File: config.mk
export PLATFORM = sky130hd
export DESIGN_NAME = mesh_merge_sorter
export DESIGN_NICKNAME = d
export VERILOG_FILES = /design/src/rtl/mesh_merge_pkg.sv /design/src/rtl/mesh_merge_ctrl.sv /design/src/rtl/mesh_merge_grid.sv /design/src/rtl/mesh_merge_sorter.sv
export SDC_FILE = /design/constraint.sdc
export NUM_CORES = 1
export LEC_CHECK = 0
export BUFFER_PORTS_ARGS = -buffer_cell sky130_fd_sc_hd__buf_2
export CAP_MARGIN = 20
export CORE_MARGIN = 2
export CORE_UTILIZATION = 30
export DETAILED_ROUTE_END_ITERATION = 12
export GPL_ROUTABILITY_DRIVEN = 0
export GPL_TIMING_DRIVEN = 0
export PLACE_DENSITY = 0.46
export SLEW_MARGIN = 20
export SYNTH_ARGS = -nofsm -noshare
export SYNTH_HDL_FRONTEND = slang
export SYNTH_SLANG_ARGS = --single-unit
File: constraint.sdc
create_clock -name clk -period 6.39 [get_ports clk]
set_input_delay 0.9585 -clock clk [delete_from_list [all_inputs] [get_ports clk]]
set_output_delay 0.9585 -clock clk [all_outputs]
set_load 0.02 [all_outputs]
File: src/rtl/mesh_merge_pkg.sv
package mesh_merge_pkg;

  // Strobes from the control sequencer to the cell grid.
  typedef struct packed {
    logic load;     // capture both input sequences
    logic colStep;  // one odd-even step between vertical neighbours
    logic rowStep;  // one odd-even step between horizontal neighbours
    logic oddPair;  // 0: pairs start at even index, 1: at odd index
  } meshStrobes_t;

endpackage

File: src/rtl/mesh_merge_ctrl.sv
module mesh_merge_ctrl
  import mesh_merge_pkg::*;
#(
  parameter int ROWS = 4,
  parameter int COLS = 4
) (
  input  logic         clk,
  input  logic         rstN,
  input  logic         start,
  input  logic         loadEn,
  output meshStrobes_t strobes,
  output logic         busy,
  output logic         done
);

  localparam int MAX_DIM = (ROWS > COLS) ? ROWS : COLS;
  localparam int CNT_W   = $clog2(MAX_DIM + 1);

  typedef enum logic [1:0] {ST_IDLE, ST_COL, ST_ROW} phase_t;

  phase_t          phase;
  logic [CNT_W-1:0] stepCnt;

  always_ff @(posedge clk or negedge rstN) begin
    if (!rstN) begin
      phase   <= ST_IDLE;
      stepCnt <= '0;
      done    <= 1'b0;
    end else begin
      done <= 1'b0;
      case (phase)
        ST_IDLE: begin
          if (start) begin
            phase   <= ST_COL;
            stepCnt <= '0;
          end
        end
        ST_COL: begin
          if (stepCnt == CNT_W'(ROWS - 1)) begin
            phase   <= ST_ROW;
            stepCnt <= '0;
          end else begin
            stepCnt <= stepCnt + 1'b1;
          end
        end
        ST_ROW: begin
          if (stepCnt == CNT_W'(COLS - 1)) begin
            phase   <= ST_IDLE;
            stepCnt <= '0;
            done    <= 1'b1;
          end else begin
            stepCnt <= stepCnt + 1'b1;
          end
        end
        default: phase <= ST_IDLE;
      endcase
    end
  end

  always_comb begin
    busy            = (phase != ST_IDLE);
    strobes.load    = loadEn && (phase == ST_IDLE);
    strobes.colStep = (phase == ST_COL);
    strobes.rowStep = (phase == ST_ROW);
    strobes.oddPair = stepCnt[0];
  end

endmodule

File: src/rtl/mesh_merge_grid.sv
module mesh_merge_grid
  import mesh_merge_pkg::*;
#(
  parameter int ROWS  = 4,
  parameter int COLS  = 4,
  parameter int KEY_W = 8
) (
  input  logic                            clk,
  input  logic                            rstN,
  input  meshStrobes_t                    strobes,
  input  logic [(ROWS*COLS/2)*KEY_W-1:0]  aKeys,
  input  logic [(ROWS*COLS/2)*KEY_W-1:0]  bKeys,
  output logic [ROWS*COLS*KEY_W-1:0]      gridKeys
);

  localparam int HALF_ROWS = ROWS / 2;

  logic [KEY_W-1:0] cellQ   [ROWS][COLS];
  logic [KEY_W-1:0] cellNxt [ROWS][COLS];

  for (genvar r = 0; r < ROWS; r++) begin : g_row
    for (genvar c = 0; c < COLS; c++) begin : g_col
      localparam logic ROW_ODD = (r % 2) == 1;
      localparam logic COL_ODD = (c % 2) == 1;

      logic [KEY_W-1:0] upV, dnV, westV, eastV, loadV, nextV;

      // Border cells see themselves as partner, so min/max leaves them unchanged.
      if (r > 0) begin : g_up
        assign upV = cellQ[r-1][c];
      end else begin : g_up_edge
        assign upV = cellQ[r][c];
      end
      if (r < ROWS - 1) begin : g_dn
        assign dnV = cellQ[r+1][c];
      end else begin : g_dn_edge
        assign dnV = cellQ[r][c];
      end
      if (c > 0) begin : g_west
        assign westV = cellQ[r][c-1];
      end else begin : g_west_edge
        assign westV = cellQ[r][c];
      end
      if (c < COLS - 1) begin : g_east
        assign eastV = cellQ[r][c+1];
      end else begin : g_east_edge
        assign eastV = cellQ[r][c];
      end

      // Upper half: first sequence left to right; lower half: second sequence right to left.
      if (r < HALF_ROWS) begin : g_load_a
        assign loadV = aKeys[(r*COLS + c)*KEY_W +: KEY_W];
      end else begin : g_load_b
        assign loadV = bKeys[((r - HALF_ROWS)*COLS + (COLS - 1 - c))*KEY_W +: KEY_W];
      end

      always_comb begin
        nextV = cellQ[r][c];
        if (strobes.load) begin
          nextV = loadV;
        end else if (strobes.colStep) begin
          if (strobes.oddPair == ROW_ODD) begin
            nextV = (dnV < cellQ[r][c]) ? dnV : cellQ[r][c];   // upper keeps min
          end else begin
            nextV = (upV > cellQ[r][c]) ? upV : cellQ[r][c];   // lower keeps max
          end
        end else if (strobes.rowStep) begin
          if (strobes.oddPair == COL_ODD) begin
            nextV = (eastV < cellQ[r][c]) ? eastV : cellQ[r][c]; // west keeps min
          end else begin
            nextV = (westV > cellQ[r][c]) ? westV : cellQ[r][c]; // east keeps max
          end
        end
      end

      assign cellNxt[r][c] = nextV;
      assign gridKeys[(r*COLS + c)*KEY_W +: KEY_W] = cellQ[r][c];
    end
  end

  always_ff @(posedge clk or negedge rstN) begin
    if (!rstN) begin
      cellQ <= '{default: '0};
    end else begin
      cellQ <= cellNxt;
    end
  end

endmodule

File: src/rtl/mesh_merge_sorter.sv
module mesh_merge_sorter
  import mesh_merge_pkg::*;
#(
  parameter int ROWS  = 4,
  parameter int COLS  = 4,
  parameter int KEY_W = 8
) (
  input  logic                            clk,
  input  logic                            rstN,
  input  logic                            loadEn,
  input  logic [(ROWS*COLS/2)*KEY_W-1:0]  aKeys,
  input  logic [(ROWS*COLS/2)*KEY_W-1:0]  bKeys,
  input  logic                            start,
  output logic                            busy,
  output logic                            done,
  output logic [ROWS*COLS*KEY_W-1:0]      sortedKeys
);

  meshStrobes_t strobes;

  mesh_merge_ctrl #(
    .ROWS(ROWS),
    .COLS(COLS)
  ) i_ctrl (
    .clk    (clk),
    .rstN   (rstN),
    .start  (start),
    .loadEn (loadEn),
    .strobes(strobes),
    .busy   (busy),
    .done   (done)
  );

  mesh_merge_grid #(
    .ROWS (ROWS),
    .COLS (COLS),
    .KEY_W(KEY_W)
  ) i_grid (
    .clk     (clk),
    .rstN    (rstN),
    .strobes (strobes),
    .aKeys   (aKeys),
    .bKeys   (bKeys),
    .gridKeys(sortedKeys)
  );

endmodule

==> summary.md, run 1 <==
| Metric | Value |
|---|---|
| Post-CTS sizing | 0 |
| Startpoint types | register |
| Post-synth net total | 1706 |
| Total GRT Usage | 29.7% |
| Post-Synthesis Cells | 1394 |
| Worst R2R Path Depth | 10 |
| Register Area | 3350 µm² |
| Achievable Freq | 0.272 GHz |
| Crit path depth | 10 |
| Worst-path fanout max | 10 |
| Area of the multi-input gates | 8950 µm² |
| First-pass GRT wire length | 93800 µm |
| Final HPWL DP | 50200 µm |
| Worst r2r src | i_ctrl.phase[1]$_DFFE_PN0P_ |
| Fraction of layout cells with a size suffix above 1 | 24.0% |
| WL final | 66600 µm |
| Final Skew | 0.0141 ns |
| Slew headroom | 17.0% |
| 1st-iter DRT viols | 1166 |
| Max Cap Viol | 0 |
| Setup Viol. Count Final | 0 |
| Final-stage net count | 1987 |
| Fillcell total | 4478 |
| Crit path cell chain | inv_1, ha_1, buf_2, buf_2, buf_2, buf_1, clkbuf_1, a31oi_1, nand4_1, o211ai_1 |
| Critical Path Max Stage Delay | 0.70 ns |
| Worst-Margin Slew | 1.25 ns |
| DRC Markers | 0 |
| Hold Crit Class | input pin to async pin |
| Synth unique cells | 66 |
| Total CTS buffers | 17 |
| Hold-fix buffers, CTS | 0 |
| CTS sink cnt | 134 |
| Worst skew pair latency | 0.46 ns |
| RSZ-0062 raised after global routing | no |
| Width of the die | 212 µm |
| Die ar. | 45000 µm² |
| Clk buf depth | 2 |
| Primary FF master, synth | dfrtp_1 |
| Async S/R FF share, synth | 100% |
| Vias post-DR | 13168 |
| Worst Path Buf+Inv | 6 |
| Antenna cell count | 0 |
| Worst path arrival time | 3.99 ns |
| Data required time at the worst endpoint | 6.71 ns |
| Fin util | 36.5% |
| Max Slew Vio Count | 0 |
| Site Rows | 76 |
| Clock-pin slew on the worst setup and hold paths | 0.07 ns |
| Crit path kind | register to register |
| Ports | 262 |
| Post-synth EDFFs | 0 |
| ANT nets after route | 0 |
| CTS tree | done |
| Yosys reg bits | 134 |
| Root Driver | clkbuf_16 |
| Core ar. | 42900 µm² |
| Initial Util | 30.3% |
| Pin count of the biggest net entering global routing | 79 |
| PortBufs | 261 |
| Post-Syn Area | 13000 µm² |
| Delay-heaviest family, CP | buffers and inverters |
| Setup TNS | 0 ns |
| Most common cell on crit path | buf_2 |
| Postcts setup bufs | 0 |
| Critical path origin | i_ctrl.phase[1]$_DFFE_PN0P_ |
| Slowest-stage cell, CP | buf_1 |
| Die height | 212 µm |
| Pre-antenna DRT Iters | 5 |
| Leading cell type in the layout, fill and taps excluded | buf_2 |
| Fin crit share | 57.5% |
| Mean area per synthesized cell | 9.31 µm² |
| Fin. Hold Viols | 0 |
| Total gr overflow | 0 |
| DR vias/cell | 5.80 |
| CP endpoint kind | register |
| H-Tree Depth | 4 |
| WL per Instance | 29.3 µm |
| Initial antenna violation count | 0 |
| Synth warn | 0 |
| Post-synthesis sequential area ratio | 25.8% |
| Status | completed |
| Synth-to-Final Area Change | 20.5% |
| Period minus WS final | 3.68 ns |
| Commonest non-fill, non-tap cells in the layout | buf_2 (280), ha_1 (180), mux2i_1 (155), dfrtp_1 (134), a21oi_1 (126) |
| Vias in the first global route | 13143 |
-- per-stage QoR --
step,cells,setup slack [ns],hold WS [ns],cell area (µm²)
2_1_floorplan,1394,3.61,0.458,13000
3_3_place_gp,2240,2.06,0.478,15000
3_5_place_dp,2241,2.59,0.483,15100
4_1_cts,2272,2.86,0.499,15600
5_1_grt,2272,2.64,0.521,15600
6_report,2272,2.71,0.500,15600
-- registers in the layout (all words and copies together), names as in the netlist --
| register | cells |
|---|---|
| i_grid.g_row.g_col.dnV | 96 |
| i_grid.g_row.g_col.eastV | 24 |
| i_ctrl.phase | 2 |
| i_grid.g_row.g_col.upV | 8 |
| i_ctrl.done | 1 |
| i_ctrl.stepCnt | 3 |
-- cell families after synthesis --
family,count (synthesis),share of synthesized area (%)
AO/OA/AOI/OAI,363,19.1
AND/OR/NAND/NOR,309,10.8
flip-flops,134,25.8
adder cells (fa/ha/maj),180,17.3
multiplexers,233,21.6
buffers and inverters,175,5.25
-- synth_stat cells (all sizes together), types with 3 or more instances --
cell type | number | share of area [%]
a21o | 19 | 1.1
mux4 | 32 | 5.6
o21bai | 3 | 0.17
o31ai | 6 | 0.45
a221o | 10 | 0.77
a2111oi | 4 | 0.61
a211oi | 22 | 1.5
ha | 180 | 17
mux2 | 46 | 4.0
nand2 | 84 | 2.4
mux2i | 155 | 12
nand3 | 13 | 0.50
nand2b | 15 | 0.72
o211ai | 18 | 1.0
o31a | 4 | 0.27
a22oi | 11 | 0.64
dfrtp | 134 | 26
and3 | 4 | 0.19
nor2b | 15 | 0.72
o22ai | 12 | 0.58
nor2 | 119 | 3.4
a211o | 5 | 0.34
buf | 39 | 1.3
nand4 | 32 | 1.5
and2 | 5 | 0.24
clkbuf | 31 | 0.90
o21ai | 59 | 2.3
a31oi | 7 | 0.34
a221oi | 31 | 2.3
nor3 | 18 | 0.78
a21oi | 128 | 5.0
o21a | 4 | 0.23
inv | 105 | 3.0
o221ai | 3 | 0.25
-- cell type report --
cell class,count,share of cell area (%)
Multi-Input combinational cell,1085,57.2
Sequential cell,134,21.4
Timing Repair Buffer,262,8.59
Tap cell,585,4.68
Clock buffer,22,2.90
Inverter,105,2.52
Buffer,70,1.84
Clock inverter,9,0.816
-- metal layers --
metal	track usage, %	up-vias	wire length [µm]
li1	-	5805	-
met1	40.0	6567	29100
met2	45.6	660	29100
met3	6.90	136	5780
met4	12.1	0	2640
met5	0	-	0
-- path summary, 6_finish.rpt --
kind	endpoint	slack [ns]
hold / removal	i_grid.g_row[0].g_col[0].upV[6]$_DFFE_PN0P_	0.50
hold reg to reg	i_ctrl.stepCnt[2]$_DFFE_PN0P_	0.50
max in group asynchronous	i_grid.g_row[1].g_col[3].dnV[3]$_DFFE_PN0P_	5.10
setup / recovery	i_grid.g_row[1].g_col[3].dnV[1]$_DFFE_PN0P_	2.71
setup reg to reg	i_grid.g_row[1].g_col[3].dnV[1]$_DFFE_PN0P_	2.71
min in group clk	i_ctrl.stepCnt[2]$_DFFE_PN0P_	0.50
Power of run 1 is not shown: default switching activity piles up to over one toggle a cycle in this logic, so the estimate is an artifact.
==> run 2, diff against run 1 <==
- ABC_AREA: default -> 1
- PLACE_DENSITY: 0.46 -> 0.47
- clock period: 6.39 -> 3.15 ns (I/O delays scaled with it)
==> summary.md, run 2 <==
| Metric | Value |
|---|---|
| Status | completed |
| Setup TNS | 0 ns (unchanged) |
| Final Non-Filler Cells | 2776 (+22%) |
| Yosys reg bits | 134 (unchanged) |
| Post-synth EDFFs | 0 (unchanged) |
| Area leader, netlist | dfrtp_1 |
| Max FFs per register | 96 (unchanged) |
| Fillcell total | 4824 (+7.7%) |
| Worst Path Buf+Inv | 4 (-2) |
| Pin count of the biggest net entering global routing | 69 (-13%) |
| Clock-pin slew on the worst setup and hold paths | 0.07 ns (about the same) |
| Post-synth net total | 2208 (+29%) |
| CP endpoint kind | register |
| Total GRT Usage | 32.6% (+3.0 points) |
| H-Tree Depth | 4 (unchanged) |
| Most common cell on crit path | nand2_1 |
| Slowest-stage cell, CP | clkbuf_1 |
| Synth top area cells | dfrtp_1 (26%), nand2_1 (19%), ha_1 (17%), a21oi_1 (5.9%), inv_1 (5.5%) |
| Post-synthesis sequential area ratio | 25.5% (-0.32 points) |
| Width of the die | 213 µm (+0.62%) |
| Vias post-DR | 15751 (+20%) |
| Period minus WS final | 3.08 ns (-0.594 ns) |
| Core ar. | 43200 µm² (+0.67%) |
| Area of the multi-input gates | 8670 µm² (-3.1%) |
| Worst path arrival time | 3.44 ns (-0.55 ns) |
| Post-Syn Area | 13100 µm² (+1.3%) |
| Fin crit share | 97.9% (+40 points) |
| Die ar. | 45500 µm² (+1.2%) |
| Power per Cell Area | 1350 nW/µm² |
| Total gr overflow | 0 (unchanged) |
| Worst-Margin Slew | 1.07 ns (-0.175 ns) |
| First-pass GRT wire length | 105000 µm (+12%) |
| Data required time at the worst endpoint | 3.50 ns (-3.21 ns) |
| Compound-Gate Fraction of Synth Area | 20.4% (+1.2 points) |
| Synth unique cells | 40 (-39%) |
| Fin util | 36.7% (+0.19 points) |
| DR vias/cell | 5.67 (-2.1%) |
| PortBufs | 261 (unchanged) |
| Initial antenna violation count | 0 (unchanged) |
| Main combinational cell family by area after synthesis | simple AND/OR/NAND/NOR gates |
| Initial Util | 30.4% (+0.18 points) |
| CTS sink cnt | 134 (unchanged) |
| Ports | 262 (unchanged) |
| Max Cap Viol | 0 (unchanged) |
| Fin. Hold Viols | 0 (unchanged) |
| Post-synthesis mux area share | 0% (-22 points) |
| Synth Area in Simple Gates | 28.5% (+18 points) |
| Post-Route Hold Slack | 0.305 ns (-0.195 ns) |
| Fraction of layout cells with a size suffix above 1 | 17.7% (-6.3 points) |
| Leading cell type in the layout, fill and taps excluded | nand2_1 |
| Antenna cell count | 0 (unchanged) |
| Setup Viol. Count Final | 0 (unchanged) |
| WL per Instance | 26.9 µm (-8.4%) |
| Startpoint types | register |
| Slew headroom | 28.6% (+12 points) |
| Synth warn | 0 (unchanged) |
| Worst-path fanout max | 10 (unchanged) |
| WL final | 74600 µm (+12%) |
| Site Rows | 76 (unchanged) |
| Tot Pwr | 21.3 mW |
| Pre-antenna DRT Iters | 6 (+1) |
| Worst reg2reg setup slack | 0.07 ns (-2.65 ns) |
| Clk buf depth | 2 (unchanged) |
| Delay-heaviest family, CP | buffers and inverters |
| Crit path kind | register to register |
| RSZ-0062 raised after global routing | no |
| Post-Synthesis Cells | 1896 (+36%) |
| Placed Instances | 2743 (+22%) |
| 1st-iter DRT viols | 1636 (+40%) |
| Crit path cell chain | inv_1, ha_1, inv_2, nand2_1, buf_4, clkbuf_1, o221ai_1, nand2_1, nand2_1 |
| ANT nets after route | 0 (unchanged) |
| Hold Crit Class | input pin to register |
| Die height | 213 µm (+0.62%) |
| DRC Markers | 0 (unchanged) |
| Primary FF master, synth | dfrtp_1 |
| Max Slew Vio Count | 0 (unchanged) |
| Synth top area share | 25.5% (-0.32 points) |
| Mean area per synthesized cell | 6.93 µm² (-26%) |
| Total CTS buffers | 17 (unchanged) |
| Postcts setup bufs | 0 (unchanged) |
| Worst skew pair latency | 0.46 ns (about the same) |
| Synth Area in XOR/XNOR | 0% (unchanged) |
| Vias in the first global route | 14932 (+14%) |
| Root Driver | clkbuf_16 |
| Final Skew | 0.0105 ns (-0.00359 ns) |
| Leak | 8.33 nW |
| Top post-synthesis cells by count | nand2_1 (663), inv_1 (192), ha_1 (180) |
| Most common cell in the synthesized netlist | nand2_1 |
| Final-stage net count | 2490 (+25%) |
| Adder-Cell Fraction of Synth Area | 17.1% (-0.22 points) |
| Async S/R FF share, synth | 100% (unchanged) |
| Achievable Freq | 0.324 GHz (+19%) |
| CTS tree | done |
| Final HPWL DP | 57600 µm (+15%) |
| Synth-to-Final Area Change | 20.4% (about the same) |
| Commonest non-fill, non-tap cells in the layout | nand2_1 (663), buf_2 (288), inv_1 (192), ha_1 (180), a21oi_1 (155) |
| Critical Path Max Stage Delay | 0.68 ns (-0.02 ns) |
| Worst vdd ir | 584 µV |
| Register Area | 3350 µm² (unchanged) |
[run 2: cell count changes after synthesis, sizes merged, moves of 32 or more]
cell | before | now
mux2i | 155 | 0
inv | 105 | 201
o221ai | 3 | 63
nand2 | 84 | 674
o21ai | 59 | 118
mux4 | 32 | 0
nand3 | 13 | 62
mux2 | 46 | 0
[run 2: cells by family after synthesis]
group	after synthesis
DFF	134
buffers and inverters	270
adders and majority gates	180
and+or+nand+nor	885
AOI/OAI and AO/OA	427
[run 2: routing by layer]
metal | track usage [%] | part of all wire [%]
met3 | 5.87 | 9.7
met2 | 50.1 | 43
met1 | 43.6 | 42
met5 | 0 | 0
met4 | 17.1 | 5.6
[run 2: what timing repair did]
item,CTS,global route
gates resized for setup,0,0
hold buffers,1,0
hold endpoints to repair,8,0
[run 2: final cells by class]
type / count / share of cell area (%)
plain buffers: 69 / 2.28
clock buffers: 19 / 2.86
clock inverters: 13 / 0.917
inverters: 201 / 4.78
multi-input cells: 1492 / 54.8
flip-flops and latches: 134 / 21.2
well taps: 585 / 4.62
repair buffers: 263 / 8.55
[run 2: metrics by stage]
stage / instance area, µm² / setup WS [ns]
floorplan: 13100 / 1.18
global placement: 15200 / -0.641
detailed placement: 15200 / 0.213
CTS: 15800 / 0.198
global route: 15800 / 0.0985
finish: 15800 / 0.0668
[run 2: power breakdown]
| part | internal [mW] | switching, mW | total, mW |
|---|---|---|---|
| clock | 1.22 | 0.962 | 2.18 |
| sequential | 2.40 | 1.71 | 4.11 |
| combinational | 4.60 | 10.4 | 15.0 |
| total | 8.21 | 13.1 | 21.3 |
[run 2: worst register-to-register path, stage by stage (launching register included)]
cell and delay (ns):
dfrtp_1 0.40, inv_1 0.08, ha_1 0.60, inv_2 0.28
nand2_1 0.21, buf_4 0.20, clkbuf_1 0.68, o221ai_1 0.32
nand2_1 0.14, nand2_1 0.06
[run 2: final timing paths]
check                                                         endpoint  depth (start not counted)                     startpoint
setup / recovery           i_grid.g_row[1].g_col[0].dnV[3]$_DFFE_PN0P_                          9    i_ctrl.phase[1]$_DFFE_PN0P_
hold / removal             i_grid.g_row[2].g_col[0].dnV[3]$_DFFE_PN0P_                          3                      bKeys[59]
setup reg to reg           i_grid.g_row[1].g_col[0].dnV[3]$_DFFE_PN0P_                          9    i_ctrl.phase[1]$_DFFE_PN0P_
hold reg to reg                          i_ctrl.stepCnt[2]$_DFFE_PN0P_                          2  i_ctrl.stepCnt[2]$_DFFE_PN0P_
max in group asynchronous  i_grid.g_row[0].g_col[0].upV[2]$_DFFE_PN0P_                          3                           rstN
min in group asynchronous  i_grid.g_row[2].g_col[3].dnV[6]$_DFFE_PN0P_                          2                           rstN
(Power assumes the default switching activity.)
